==> config.mk <==
export PLATFORM = sky130hd
export DESIGN_NAME = perm_enum_encoder
export DESIGN_NICKNAME = d
export VERILOG_FILES = /design/src/rtl/perm_enum_pkg.sv /design/src/rtl/perm_lehmer_front.sv /design/src/rtl/perm_pair_merge.sv /design/src/rtl/perm_code_pack.sv /design/src/rtl/perm_enum_encoder.sv
export SDC_FILE = /design/constraint.sdc
export NUM_CORES = 1
export LEC_CHECK = 0
export BUFFER_PORTS_ARGS = -buffer_cell sky130_fd_sc_hd__buf_2
export CAP_MARGIN = 30
export CORE_UTILIZATION = 35
export CTS_BUF_LIST = sky130_fd_sc_hd__clkbuf_4
export DETAILED_ROUTE_END_ITERATION = 8
export PLACE_DENSITY = 0.67
export SLEW_MARGIN = 20
export SYNTH_ARGS = -nofsm -noshare
export SYNTH_HDL_FRONTEND = slang
export SYNTH_SLANG_ARGS = --single-unit
==> constraint.sdc <==
create_clock -name clk -period 4.8 [get_ports clk]
set_clock_uncertainty 0.1 [all_clocks]
set_input_delay 0.48 -clock clk [delete_from_list [all_inputs] [get_ports clk]]
set_output_delay 0.48 -clock clk [all_outputs]
set_load 0.1 [all_outputs]
==> src/rtl/perm_enum_pkg.sv <==
package perm_enum_pkg;

    typedef enum logic [1:0] {
        GRP_SINGLE = 2'd0,
        GRP_HEAD   = 2'd1,
        GRP_TAIL   = 2'd2
    } grp_kind_e;

    function automatic int flog2(input longint v);
        longint t;
        int     b;
        t = v;
        b = 0;
        while (t > 1) begin
            t = t >> 1;
            b++;
        end
        return b;
    endfunction

    function automatic int fact_bits(input int k);
        longint f;
        f = 1;
        for (int n = 2; n <= k; n++) f = f * n;
        return flog2(f);
    endfunction

    // lower partner of a merged pair led by digit i, or -1
    function automatic int pair_low(input int k, input int i);
        case (k)
            6: return (i == 3) ? 0 : -1;
            7: begin
                if (i == 4) return 1;
                if (i == 2) return 0;
                return -1;
            end
            default: return -1;
        endcase
    endfunction

    function automatic grp_kind_e group_kind(input int k, input int i);
        for (int h = 0; h < k - 1; h++)
            if (pair_low(k, h) == i) return GRP_TAIL;
        if (pair_low(k, i) >= 0) return GRP_HEAD;
        return GRP_SINGLE;
    endfunction

    function automatic int group_bits(input int k, input int i);
        case (group_kind(k, i))
            GRP_TAIL: return 0;
            GRP_HEAD: return flog2(longint'((k - i) * (k - pair_low(k, i))));
            default:  return flog2(longint'(k - i));
        endcase
    endfunction

    // bit offset: groups led by higher digits come first
    function automatic int group_off(input int k, input int i);
        int s;
        s = 0;
        for (int h = k - 2; h > i; h--) s += group_bits(k, h);
        return s;
    endfunction

endpackage

==> src/rtl/perm_lehmer_front.sv <==
module perm_lehmer_front #(
    parameter int K  = 6,
    parameter int IW = 3,
    parameter int DW = 3
) (
    input  logic [K*IW-1:0]     perm_i,
    output logic [(K-1)*DW-1:0] digits_o
);

    for (genvar gi = 0; gi < K - 1; gi++) begin : g_digit
        logic [K-1:0]  inv;
        logic [DW-1:0] cnt;

        // inversion indicators: later lane smaller than this lane
        for (genvar gj = 0; gj < K; gj++) begin : g_cmp
            if (gj > gi) begin : g_later
                assign inv[gj] = perm_i[gj*IW +: IW] < perm_i[gi*IW +: IW];
            end else begin : g_earlier
                assign inv[gj] = 1'b0;
            end
        end

        always_comb begin
            cnt = '0;
            for (int j = 0; j < K; j++)
                if (inv[j]) cnt = cnt + DW'(1);
        end

        assign digits_o[gi*DW +: DW] = cnt;
    end

endmodule

==> src/rtl/perm_pair_merge.sv <==
module perm_pair_merge #(
    parameter int R_HI = 3,
    parameter int R_LO = 6,
    parameter int DW   = 3,
    parameter int OW   = 4,
    localparam int PW  = $clog2(R_HI * R_LO)
) (
    input  logic          clk,
    input  logic          rst,
    input  logic [DW-1:0] hi_i,
    input  logic [DW-1:0] lo_i,
    output logic [OW-1:0] code_o
);

    logic [PW-1:0] joint;

    // mixed-radix value of the pair; constant factor only
    assign joint  = PW'(hi_i) * PW'(R_LO) + PW'(lo_i);
    assign code_o = joint[OW-1:0];

    // with the higher digit at zero the lower digit appears unchanged
    p_merge_lo_pass_r5: assert property (@(posedge clk) disable iff (rst)
        (hi_i == '0) |-> (code_o == OW'(lo_i)));

    // one step of the higher digit advances the code by the lower range
    p_merge_step_r5: assert property (@(posedge clk) disable iff (rst)
        (hi_i == DW'(1)) |-> (code_o == OW'(lo_i + DW'(R_LO))));

endmodule

==> src/rtl/perm_code_pack.sv <==
module perm_code_pack
    import perm_enum_pkg::*;
#(
    parameter int K  = 6,
    parameter int DW = 3,
    parameter int EW = 9
) (
    input  logic                 clk,
    input  logic                 rst,
    input  logic [(K-1)*DW-1:0]  digits_i,
    output logic [EW-1:0]        code_o
);

    for (genvar gi = 0; gi < K - 1; gi++) begin : g_grp
        localparam grp_kind_e KIND = group_kind(K, gi);
        localparam int        B    = group_bits(K, gi);
        localparam int        OFF  = group_off(K, gi);

        if (KIND == GRP_SINGLE) begin : g_single
            assign code_o[OFF +: B] = digits_i[gi*DW +: B];
        end else if (KIND == GRP_HEAD) begin : g_head
            localparam int LO = pair_low(K, gi);
            perm_pair_merge #(
                .R_HI (K - gi),
                .R_LO (K - LO),
                .DW   (DW),
                .OW   (B)
            ) u_merge (
                .clk    (clk),
                .rst    (rst),
                .hi_i   (digits_i[gi*DW +: DW]),
                .lo_i   (digits_i[LO*DW +: DW]),
                .code_o (code_o[OFF +: B])
            );
        end

        // each digit stays inside its range
        p_digit_range_r2: assert property (@(posedge clk) disable iff (rst)
            digits_i[gi*DW +: DW] <= DW'(K - 1 - gi));
    end

endmodule

==> src/rtl/perm_enum_encoder.sv <==
module perm_enum_encoder
    import perm_enum_pkg::*;
#(
    parameter int  K  = 6,
    localparam int IW = $clog2(K),
    localparam int DW = IW,
    localparam int EW = fact_bits(K)
) (
    input  logic          clk,
    input  logic          rst,
    input  logic [K*IW-1:0] perm_i,
    output logic [EW-1:0] enum_o
);

    logic [(K-1)*DW-1:0] digits;
    logic [EW-1:0]       code_w;
    logic [EW-1:0]       enum_q;
    logic [K*IW-1:0]     ident_perm;

    perm_lehmer_front #(
        .K  (K),
        .IW (IW),
        .DW (DW)
    ) u_front (
        .perm_i   (perm_i),
        .digits_o (digits)
    );

    perm_code_pack #(
        .K  (K),
        .DW (DW),
        .EW (EW)
    ) u_pack (
        .clk      (clk),
        .rst      (rst),
        .digits_i (digits),
        .code_o   (code_w)
    );

    always_ff @(posedge clk) begin
        if (rst) enum_q <= '0;
        else     enum_q <= code_w;
    end

    assign enum_o = enum_q;

    always_comb begin
        for (int m = 0; m < K; m++) ident_perm[m*IW +: IW] = IW'(m);
    end

    // first edge after reset shows a cleared output
    p_reset_clear_r8: assert property (@(posedge clk) disable iff (rst)
        $past(rst) |-> (enum_o == '0));

    // identity ordering encodes to zero one edge later
    p_ident_zero_r10: assert property (@(posedge clk) disable iff (rst)
        (perm_i == ident_perm) |=> (enum_o == '0));

    // an unchanged input keeps the output unchanged
    p_hold_r7: assert property (@(posedge clk) disable iff (rst)
        (!$past(rst) && (perm_i == $past(perm_i))) |=> $stable(enum_o));

endmodule

After elaboration in Yosys (flattened, before gate mapping):

Index checks and enable logic that the tools add are counted.
Widths: inputs -> output; s select.

* logic and storage cells: 43
* register bits after elaboration: 9
* output and inout bits: 9

* mux-type cells: 15
* order comparisons: 15
* $mul: 1
* add/subtract/negate cells: 11

Operator list (number)
* $lt 3x3->1: 15
* $mux 3: 5
* $add 3x1->3 const B: 4
* $mux 2: 5
* $add 1x1->2 const B: 3
* $add 2x1->2 const B: 3
* $mux 1: 5
* $add 4x3->4: 1
* $mul 3x2->3 const B: 1

Longest topological paths before layout:

* depth in word-level cells: 11
* depth in mapped cells: 18
* depth with buffers taken out: 18

By module:

A second synthesis with hierarchy kept.

* cell total of the unflattened synthesis: 173
* area total of the unflattened synthesis: 1555.2 µm²

Modules (own cells, without submodules)
* perm_lehmer_front: area an instance 1202.4 µm², cells each 143, times used 1
* perm_enum_encoder: area an instance 236.5 µm², cells each 18, times used 1
* perm_pair_merge: area an instance 78.8 µm², cells each 7, times used 1
* perm_code_pack: area an instance 37.5 µm², cells each 5, times used 1

Least setup slack after synthesis:

Ideal clock, no wire load.

* kind: input to register
* start point: input perm_i[1]
* end point: register enum_q[3] (netlist: enum_o[3])
* data required time: 4633 ps
* path buffers: 0
* arrival time: 3719 ps
* setup time: 67 ps
* stages: 17
* slack: 914 ps
* cells stage by stage: inv_1 -> ha_1 -> a21oi_1 -> nor2b_1 -> or2_2 -> inv_1 -> ha_1 -> xor2_1 -> inv_1 -> ha_1 -> mux2_2 -> ha_1 -> mux2_2 -> ha_1 -> inv_1 -> fa_1 -> nor2_1

* longest elaborated chain between the ends: 11

RTL lines
* start: declaration: line perm_enum_encoder.sv:11 `input logic [K*IW-1:0] perm_i,`
* $lt 3x3->1: line perm_lehmer_front.sv:17 `assign inv[gj] = perm_i[gj*IW +: IW] < perm_i[gi*IW +: IW];`
* $mux 1: line perm_lehmer_front.sv:26 `if (inv[j]) cnt = cnt + DW'(1);`
* $add 3x1->3: line perm_lehmer_front.sv:26
* $mux 3: line perm_lehmer_front.sv:26
* $add 3x1->3: line perm_lehmer_front.sv:26
* $mux 3: line perm_lehmer_front.sv:26
* $add 3x1->3: line perm_lehmer_front.sv:26
* $mux 3: line perm_lehmer_front.sv:26
* $add 3x1->3: line perm_lehmer_front.sv:26
* $mux 3 *: line perm_lehmer_front.sv:26
* $add 4x3->4 *: line perm_pair_merge.sv:18 `assign joint = PW'(hi_i) * PW'(R_LO) + PW'(lo_i);`
* end signal: assignment: line perm_enum_encoder.sv:42 `else enum_q <= code_w;`
* end: declaration: line perm_enum_encoder.sv:17 `logic [EW-1:0] enum_q;`

Every way passes the cells marked *; elsewhere a longest branch is shown, timed or not.
A chain may end at the register's enable or synchronous reset.

Worst setup path after layout:

Same ends and word-level chain as after synthesis.

==> results.md <==
* Status: finished clean
* Final Core Density at 0.436
* Die W at 65.6 µm
* Port bufs at 28
* Syn_area_per_cell at 8.39 µm²
* Worst slack at placement at 0.594 ns
* Setup ws final at 0.861 ns
* Grt ovf at 0
* RSZ-0062 raised after global routing: no
* Final setup violation count at 0
* Most common cell after layout, fill and taps aside: ha_1
* Largest net degree at the start of global routing at 13
* Routability Congestion at 0.849
* Min cycle time layout at 3.94 ns
* CP startpoint kind: input pin
* Static Leak at 0.891 nW
* Critical path arrival at 4.03 ns
* Synthesized instance count at 169
* CTS Buf Count at 3
* YS warnings at 0
* Antenna-violating nets left at 0
* Relative slew slack at 0.679
* WL final at 2620 µm
* # fillers at 381
* DR WL/cell at 10.6 µm
* # resized after CTS at 0
* Overall Global Routing Usage at 0.134
* CTS tree: built
* Final Instance Count excl. Fillers at 248
* Clock tree buffer depth at 2
* Rows at 22
* HP Class: in2reg
* Via count at 1177
* Post-CTS setup buffer count at 0
* Worst setup path start: perm_i[1]
* Hold_sp: rst
* Net count, final at 263
* Routed vias/inst at 4.75
* Worst-margin pin slew at 0.485 ns
* Fmax at 254 MHz
* CTS clk-pin slew, worst paths at 0.06 ns
* Hpwl dp at 2290 µm
* Register area at 180 µm²
* DRC Markers at 0
* Max reg flops at 9
* Post-CTS Hold Buffers at 0
* Antenna violations before repair at 0
* Area of the multi-input gates at 0.00114 mm²
* CP Capture Type: flop
* Most frequent cells in the layout: ha_1 (41), buf_2 (28), inv_1 (24)
* Initial Util at 0.376
* Ant. Diodes at 0
* Global-route wire length before repair at 4550 µm
* Clk sinks at 9
* Seq/Total Area, Yosys at 0.127
* Part of the cycle the worst path needs at 0.821
* H-tree Lvls at 1
* Fin. max-slew vios at 0
* DRT iter0 DRCs at 24
* Final Power at 543 µW
* Worst EP required at 4.89 ns
* Placed instance count at 244
* WS Path Type: in2reg
* Hold WS at 0.441 ns
* Placement Cell Area at 0.00161 mm²
* Design Area, Final at 0.00164 mm²
* Endpoints failing hold at 0
* DRT Pass-1 Iters at 4
* Syn_nets at 231
* Crit Path Max Fanout at 6
* Synth Register Bits at 9
* Setup TNS Final at 0 ns
* Core Box Area at 0.00377 mm²
* Worst vdd ir at 0.0939 mV
* Die H at 65.6 µm
* IO Pins at 29
* Pwr dens at 331 mW/mm²
* Layout cell share with drive strength beyond 1 at 0.230
* Distinct cells, synth at 30
* Area grow syn2layout at 16.0%
* Via count of the first global-routing pass at 1030
* Die ar. at 0.00431 mm²
* Max-Cap Viols at 0
* CTS root buf: clkbuf_4
* Post-Syn Area at 0.00142 mm²
==> cell families (layout without fill, tap and decap cells) <==
group	after synthesis	in the layout	synth area share
and+or+nand+nor	54	54	0.214
adders and majority gates	42	42	0.376
AOI/OAI and AO/OA	25	25	0.120
buffers and inverters	25	56	0.0662
DFF	9	9	0.127
xor gates and xnor gates	8	8	0.0494
muxes	6	6	0.0477
==> routing by layer <==
metal,vias to the layer above,track usage,share of wire
li1,633,-,-
met1,517,0.198,0.54
met2,25,0.204,0.41
met3,2,0.0139,0.042
met4,0,0.0326,0.0080
met5,-,0,0
==> path summary, 6_finish.rpt <==
| check | to | cells after the start |
|---|---|---|
| worst max-delay path | enum_o[3]$_SDFF_PP0_ | 18 |
| worst min-delay path | enum_o[3]$_SDFF_PP0_ | 2 |
==> final cells by class <==
class	count	area share
tap	48	0.0365
inverter	24	0.0548
sequential	9	0.110
clock buffer	4	0.0183
multi-input combinational	135	0.696
timing repair buffer	28	0.0852
==> cell usage after synthesis, drive strengths merged <==
cell | count | area share
xor2 | 3 | 0.019
ha | 41 | 0.36
clkbuf | 1 | 0.0026
a21o | 3 | 0.016
nor3 | 3 | 0.011
nor2b | 13 | 0.057
a21oi | 13 | 0.046
a2111oi | 1 | 0.011
inv | 24 | 0.064
mux2 | 3 | 0.026
or4 | 2 | 0.011
dfxtp | 9 | 0.13
fa | 1 | 0.014
or2 | 6 | 0.026
or2b | 1 | 0.0053
xnor2 | 5 | 0.031
mux2i | 3 | 0.021
nand4 | 1 | 0.0044
o21ai | 4 | 0.017
nand2 | 9 | 0.024
nor2 | 8 | 0.021
a211oi | 1 | 0.0053
a31oi | 1 | 0.015
nand2b | 10 | 0.046
o21a | 2 | 0.011
and3 | 1 | 0.0079
==> critical path, cell delays in order <==
cell and delay [ns]:
buf_2 0.10, inv_1 0.14, ha_1 0.26, a21oi_1 0.13
nor2b_1 0.05, or2_2 0.28, inv_1 0.06, ha_1 0.24
xor2_1 0.37, inv_1 0.09, ha_1 0.30, mux2_2 0.28
ha_1 0.27, mux2_2 0.27, ha_1 0.17, inv_1 0.06
fa_1 0.40, nor2_1 0.10
==> where the power goes <==
part | switching, mW | internal, mW | total (mW)
clock network | 0.0258 | 0.0376 | 0.0634
logic | 0.265 | 0.115 | 0.381
registers | 0.00353 | 0.0959 | 0.0994
(Power assumes the default switching activity.)
